$ cat config.mk
export PLATFORM = sky130hd
export DESIGN_NAME = pmp_bounds_dec
export DESIGN_NICKNAME = d
export VERILOG_FILES = /design/src/rtl/pmp_bnd_pkg.sv /design/src/rtl/pmp_tone_cnt.sv /design/src/rtl/pmp_napot_dec.sv /design/src/rtl/pmp_lin_dec.sv /design/src/rtl/pmp_bounds_dec.sv
export SDC_FILE = /design/constraint.sdc
export NUM_CORES = 1
export LEC_CHECK = 0
export BUFFER_PORTS_ARGS = -buffer_cell sky130_fd_sc_hd__buf_2
export CAP_MARGIN = 20
export CORE_MARGIN = 2
export CORE_UTILIZATION = 56
export CTS_CLUSTER_SIZE = 14
export DETAILED_ROUTE_END_ITERATION = 16
export GPL_TIMING_DRIVEN = 0
export PLACE_DENSITY_LB_ADDON = 0.1
export SETUP_SLACK_MARGIN = 0.3
export SLEW_MARGIN = 5
export SYNTH_ARGS = -nofsm -noshare
export SYNTH_HDL_FRONTEND = slang
export SYNTH_SLANG_ARGS = --single-unit
$ cat constraint.sdc
create_clock -name clk_i -period 1 [get_ports clk_i]
set_clock_uncertainty 0.05 [all_clocks]
set_input_delay 0.1 -clock clk_i [delete_from_list [all_inputs] [get_ports clk_i]]
set_output_delay 0.1 -clock clk_i [all_outputs]
set_load 0.1 [all_outputs]
$ cat src/rtl/pmp_bnd_pkg.sv
package pmp_bnd_pkg;

    // Two-bit match mode; downstream logic decodes these exact values.
    typedef enum logic [1:0] {
        MATCH_OFF   = 2'b00,
        MATCH_TOR   = 2'b01,
        MATCH_NA4   = 2'b10,
        MATCH_NAPOT = 2'b11
    } match_mode_e;

    // Bytes covered by the smallest power-of-two region, as a shift.
    localparam int unsigned NAPOT_MIN_SHIFT = 3;

endpackage

$ cat src/rtl/pmp_tone_cnt.sv
// Counts trailing ones of vec_i with a priority encoder over the inverted
// vector: the lowest zero bit wins. Returns W when no zero bit exists.
module pmp_tone_cnt #(
    parameter int unsigned W  = 32,
    parameter int unsigned CW = $clog2(W + 1)
) (
    input  logic [W-1:0]  vec_i,
    output logic [CW-1:0] cnt_o
);

    logic [W-1:0] zero_bits;

    assign zero_bits = ~vec_i;

    always_comb begin
        cnt_o = CW'(W);
        for (int i = W - 1; i >= 0; i--) begin
            if (zero_bits[i]) begin
                cnt_o = CW'(i);
            end
        end
    end

endmodule

$ cat src/rtl/pmp_napot_dec.sv
// Power-of-two region decode. A count of t trailing ones covers the low
// t+3 byte-address bits; those bits are cleared for the start and set for
// the end. The all-ones case (t = XLEN) covers every bit.
module pmp_napot_dec
    import pmp_bnd_pkg::*;
#(
    parameter int unsigned XLEN = 32
) (
    input  logic [XLEN-1:0] addr_i,
    output logic [XLEN+1:0] lo_o,
    output logic [XLEN+1:0] hi_o
);

    localparam int unsigned BW = XLEN + 2;
    localparam int unsigned CW = $clog2(XLEN + 1);

    logic [CW-1:0] ones_cnt;
    logic [BW-1:0] span_mask;
    logic [BW-1:0] byte_addr;

    pmp_tone_cnt #(
        .W  (XLEN),
        .CW (CW)
    ) u_tone_cnt (
        .vec_i (addr_i),
        .cnt_o (ones_cnt)
    );

    for (genvar g = 0; g < BW; g++) begin : g_span
        assign span_mask[g] = (int'(ones_cnt) + int'(NAPOT_MIN_SHIFT)) > g;
    end

    assign byte_addr = {addr_i, 2'b00};
    assign lo_o      = byte_addr & ~span_mask;
    assign hi_o      = byte_addr | span_mask;

endmodule

$ cat src/rtl/pmp_lin_dec.sv
// Top-of-range and four-byte decode: plain shifts and one decrement.
module pmp_lin_dec #(
    parameter int unsigned XLEN = 32
) (
    input  logic [XLEN-1:0] addr_i,
    input  logic [XLEN-1:0] prev_addr_i,
    input  logic            first_i,
    output logic [XLEN+1:0] tor_lo_o,
    output logic [XLEN+1:0] tor_hi_o,
    output logic [XLEN+1:0] word_lo_o,
    output logic [XLEN+1:0] word_hi_o
);

    localparam int unsigned BW = XLEN + 2;

    logic [XLEN-1:0] below_addr;
    logic [BW-1:0]   own_byte;

    assign below_addr = first_i ? '0 : prev_addr_i;
    assign own_byte   = {addr_i, 2'b00};

    assign tor_lo_o   = {below_addr, 2'b00};
    assign tor_hi_o   = own_byte - BW'(1);
    assign word_lo_o  = own_byte;
    assign word_hi_o  = {addr_i, 2'b11};

endmodule

$ cat src/rtl/pmp_bounds_dec.sv
module pmp_bounds_dec
    import pmp_bnd_pkg::*;
#(
    parameter int unsigned XLEN    = 32,
    parameter bit          REG_OUT = 1'b1
) (
    input  logic            clk_i,
    input  logic            rst_ni,
    input  logic [1:0]      mode_i,
    input  logic            first_i,
    input  logic [XLEN-1:0] addr_i,
    input  logic [XLEN-1:0] prev_addr_i,
    output logic [XLEN+1:0] start_o,
    output logic [XLEN+1:0] end_o
);

    localparam int unsigned BW = XLEN + 2;

    typedef struct packed {
        logic [BW-1:0] lo;
        logic [BW-1:0] hi;
    } bounds_t;

    localparam bounds_t FULL_SPACE = '{lo: '0, hi: '1};

    logic [BW-1:0] tor_lo, tor_hi, word_lo, word_hi, pow_lo, pow_hi;
    bounds_t       bnd_d, bnd_q;

    pmp_lin_dec #(
        .XLEN (XLEN)
    ) u_lin (
        .addr_i      (addr_i),
        .prev_addr_i (prev_addr_i),
        .first_i     (first_i),
        .tor_lo_o    (tor_lo),
        .tor_hi_o    (tor_hi),
        .word_lo_o   (word_lo),
        .word_hi_o   (word_hi)
    );

    pmp_napot_dec #(
        .XLEN (XLEN)
    ) u_napot (
        .addr_i (addr_i),
        .lo_o   (pow_lo),
        .hi_o   (pow_hi)
    );

    always_comb begin
        bnd_d = FULL_SPACE;
        unique case (match_mode_e'(mode_i))
            MATCH_OFF:   bnd_d = FULL_SPACE;
            MATCH_TOR:   bnd_d = '{lo: tor_lo,  hi: tor_hi};
            MATCH_NA4:   bnd_d = '{lo: word_lo, hi: word_hi};
            MATCH_NAPOT: bnd_d = '{lo: pow_lo,  hi: pow_hi};
            default:     bnd_d = FULL_SPACE;
        endcase
    end

    if (REG_OUT) begin : g_reg
        always_ff @(posedge clk_i or negedge rst_ni) begin
            if (!rst_ni) begin
                bnd_q <= FULL_SPACE;
            end else begin
                bnd_q <= bnd_d;
            end
        end

        // disabled entry spans the whole space on the next cycle
        assert_off_full_R1: assert property (@(posedge clk_i) disable iff (!rst_ni)
            (mode_i == 2'b00) |=> (start_o == '0 && end_o == '1));

        // top-of-range bounds are word aligned at both ends
        assert_tor_align_R2: assert property (@(posedge clk_i) disable iff (!rst_ni)
            (mode_i == 2'b01) |=> (start_o[1:0] == 2'b00 && end_o[1:0] == 2'b11));

        // lowest entry starts at zero in top-of-range mode
        assert_first_zero_R3: assert property (@(posedge clk_i) disable iff (!rst_ni)
            (mode_i == 2'b01 && first_i) |=> (start_o == '0));

        // four-byte entry spans exactly one aligned word
        assert_word_span_R5: assert property (@(posedge clk_i) disable iff (!rst_ni)
            (mode_i == 2'b10) |=> (end_o - start_o == BW'(3) && start_o[1:0] == 2'b00));

        // power-of-two region is at least 8 bytes, a power of two, and aligned
        assert_pow_shape_R6: assert property (@(posedge clk_i) disable iff (!rst_ni)
            (mode_i == 2'b11) |=> (end_o[2:0] == 3'b111 && start_o[2:0] == 3'b000 &&
                                   $countones(end_o - start_o + BW'(1)) <= 1 &&
                                   ((start_o & (end_o - start_o)) == '0)));

        // all-ones register decodes to the full space
        assert_pow_full_R8: assert property (@(posedge clk_i) disable iff (!rst_ni)
            (mode_i == 2'b11 && addr_i == '1) |=> (start_o == '0 && end_o == '1));
    end else begin : g_comb
        assign bnd_q = bnd_d;
    end

    assign start_o = bnd_q.lo;
    assign end_o   = bnd_q.hi;

endmodule

==> metrics, run 1 <==
CTS Buf Count=9; deepest clock path buffer count=2; H-tree depth=3; status=did not finish; placed insts=689; Avg Inst Size Synth=9.03 sq um; count leader, synth=nand2_1; Post-synth EDFFs=0; Mapped Area=between 4000 and 5000 sq um; clk root buf=clkbuf_8; Yosys reg bits=66; Log Error=[ERROR DPL-0038] Utilization greater than 100%, impossible to legalize; Die H=91.5 um; die span in x=between 90 and 100 um; sequential share of the synthesized area=0.395; Cell variety after synth=70; DPL Wire Length=11,700 um; largest cells by area after synthesis=dfstp_2 21%, dfrtp_1 19%, nand2_1 4.1%; post-CTS sizing=388; Post-synth top cells=47 x nand2_1, 34 x dfstp_2, 32 x dfrtp_1, 29 x nor2_1, 24 x o21ai_0; Yosys top cell by area=dfstp_2; Cell Area, Placed=5390 sq um; share of the synthesized area in the top cell type=0.208; Sink Count=66; Halt Stage=clock tree synthesis (4_1_cts); port bufs=113; num ports=137; pre-CTS worst setup slack=-2390 ps; Initial Util=0.585; FFs w/ async S/R, synth=1.00; Rows=31; ys flop type=dfstp_2; setup repair bufs after CTS=53; synthesized instance count=~480; synth warn=0; gpl congestion=between 0.9 and 1
-- stage by stage --
step / utilization / TNS, ps
after detailed placement: 0.736 / -132400
after global placement: 0.733 / -148850
after floorplan: - / -85070
-- cells by family after synthesis --
group | count (synthesis) | synth area share
AOI/OAI and AO/OA | 158 | 0.282
adders and majority gates | 6 | 0.0175
xor gates and xnor gates | 29 | 0.0627
other | 1 | 0.000874
DFF | 66 | 0.395
buffers and inverters | 59 | 0.0624
and+or+nand+nor | 156 | 0.180
==> run 2, diff against run 1 <==
Settings changed: CORE_UTILIZATION 56 to 40, CTS_CLUSTER_SIZE 14 to unset, PLACE_DENSITY_LB_ADDON 0.1 to 0.15, SETUP_SLACK_MARGIN 0.3 to unset.
==> metrics, run 2 <==
status=complete, but fails checks; failing checks=hold timing, setup timing; Yosys reg bits=66 (unchanged); P_leak=3.49 nW; Die ar.=11,600 sq um; antenna viol nets, final=0; CTS Buf Count=9 (unchanged); Setup WS post-layout=-1570 ps; setup violators final=132; Crit. Startpoint=addr_i[30]; core area=10,400 sq um; CP max stage delay=360 ps; Cell Pwr Density=approximately 1200 nW/um^2; CTS tree=built; sequential share of the synthesized area=0.395 (unchanged); post-DR wirelength/cell=23.3 um; worst hold path class=input port to asynchronous set/reset pin; Sink Count=66 (unchanged); clk root buf=clkbuf_8; count leader, synth=nand2_1; Max Cap Viol=0; final net count=~810; commonest non-fill, non-tap cell in the layout=buf_4; TNS Setup=-101,470 ps; largest cells by area after synthesis=dfstp_2 21%, dfrtp_1 19%, nand2_1 4.1%; final cell count without fillers=a little under 900; via count=5,360; fin crit period=2570 ps; WS Path Type=input port to flip-flop; Multi-input gate area=3250 sq um; Area Overhead vs Synth=98.5%; total gr overflow=0; Ant. Diodes=0; pins over their slew limit=0; Iter 0 DRT Violations=507; CP Capture Type=flip-flop; Worst Setup EP=start_o[5]; H-tree depth=3 (unchanged); first-pass iteration count of the detailed router=6; fin crit share=2.57; Mapped Area=4290 sq um (unchanged); CP max stage cell=o311ai_4; Die H=108 um (+18%); worst-path cell chain=buf_8, nand2_4, a311oi_4, o311ai_4, a311oi_2, nor2_2, inv_2, ha_4, buf_4, buf_8, xnor2_4, buf_12, nor3_4, buf_6, buf_6, o31ai_4, a22o_1; num ports=137 (unchanged); Post-synth EDFFs=0 (unchanged); Vias/cell=6.15; Crit path required time=around 1200 ps; ys flop type=dfstp_2; most frequent cells in the layout=70 x buf_4, 49 x buf_12, 46 x buf_2; share of the synthesized area in the top cell type=0.208 (unchanged); RSZ-0062 raised after global routing=true; synth warn=0 (unchanged); DPL Wire Length=11,900 um (+2.1%); register area=between 1500 and 2000 sq um; Final Hold Fails=33; worst-margin pin slew=between 1000 and 1500 ps; synthesized instance count=475 (unchanged); Worst-path clk slew=80 ps; Post-synth top cells=47 x nand2_1, 34 x dfstp_2, 32 x dfrtp_1, 29 x nor2_1, 24 x o21ai_0; Arrival @ worst endpoint=2760 ps; Initial Util=0.414 (-0.172); final wirelength=20,300 um; Rows=37 (+19%); placed insts=725 (+5.2%); max_slew headroom=0.288; Cell Area, Placed=5210 sq um (-3.3%); Cell variety after synth=70 (unchanged); worst-path fanout max=4; DRC=0; vias in the first global route=5,012; port bufs=113 (unchanged); deepest clock path buffer count=2 (unchanged); initial antenna violation count=0; max frequency=around 400 MHz; pin count of the biggest net entering global routing=67; Avg Inst Size Synth=9.03 sq um (unchanged); max reg flops=34; FFs w/ async S/R, synth=1.00 (unchanged); global-route wire length before repair=28,100 um; cell area after layout=approximately 8500 sq um; Critical Path Source Type=input port; Yosys top cell by area=dfstp_2; GRT Overall Usage=0.324; share of layout cells above drive strength 1=0.617; gpl congestion=0.988 (+1.4%); peak supply drop=a little over 0.0008 V; Fillers=between 500 and 600; hold_ws=-226 ps; die span in x=108 um (+18%)
## run 2: cell counts after synthesis
Identical to the previous run, type by type.
## run 2: kinds of logic (layout without fill, tap and decap cells)
logic type | count (synthesis) | count (layout) | share of synthesized area
compound gates | 158 | 158 | 0.282
fa+ha+maj | 6 | 6 | 0.0175
xor+xnor | 29 | 30 | 0.0627
flops | 66 | 66 | 0.395
other cells | 1 | 2 | 0.000874
simple gates | 156 | 156 | 0.180
buf+inv | 59 | 318 | 0.0624
## run 2: worst max-delay path: cells and delay by family
| family | cells | cell delay, ps |
|---|---|---|
| adders and majority gates | 1 | 180 |
| xor gates and xnor gates | 1 | 170 |
| and+or+nand+nor | 3 | 460 |
| buffers and inverters | 7 | 870 |
| AOI/OAI and AO/OA | 5 | 980 |
## run 2: worst min-delay path by stage
| stage | startpoint | to | slack, ps | cells after the start |
|---|---|---|---|---|
| after floorplan | rst_ni | start_o[10] | -250 | 0 |
| after CTS | rst_ni | start_o[11] | -200 | 1 |
| final | rst_ni | start_o[11] | -230 | 1 |
| after global placement | prev_addr_i[14] | start_o[16] | 260 | 3 |
| after detailed placement | rst_ni | start_o[11] | 190 | 1 |
| after global routing | rst_ni | start_o[11] | -150 | 1 |
## run 2: layout make-up
class,instances,area share
Timing Repair Buffer,243,0.320
Inverter,19,0.0104
Multi-Input combinational cell,352,0.381
Clock inverter,3,0.00764
Clock buffer,13,0.0175
Sequential cell,66,0.204
Tap cell,136,0.0200
Buffer,40,0.0398
## run 2: power breakdown
group | total (mW) | switching (mW) | internal, mW
Sequential | 3.12 | 0.152 | 2.97
Combinational | 4.76 | 2.96 | 1.80
Clock | 2.54 | 1.07 | 1.47
## run 2: layer usage
metal / up-vias / part of all wire / track usage
li1: 2285 / - / -
met1: 2615 / 0.39 / 0.426
met2: 378 / 0.46 / 0.512
met3: 82 / 0.10 / 0.0648
met4: 0 / 0.051 / 0.155
met5: - / 0 / 0
## run 2: repair_timing
action / CTS / global route
cloned: 1 / 1
endpoints found under the hold margin: 61 / 34
hold buffers: 31 / 2
endpoints found under the setup margin: 132 / 132
pin swaps: 56 / 56
resized for setup: 345 / 134
buffers inserted: 42 / 61
## run 2: metrics by stage
| stage | total power [mW] | worst slack (ps) | util | hold WS [ps] |
|---|---|---|---|---|
| 2_1_floorplan | 5.47 | -1510 | - | -246 |
| 5_1_grt | 10.7 | -1610 | 0.821 | -147 |
| 3_3_place_gp | 6.13 | -2350 | 0.503 | 265 |
| 4_1_cts | 9.83 | -1450 | 0.722 | -200 |
| 3_5_place_dp | 6.14 | -2340 | 0.503 | 189 |
| 6_report | 10.4 | -1570 | 0.821 | -226 |
No activity file was read; power rests on OpenSTA's default activity.
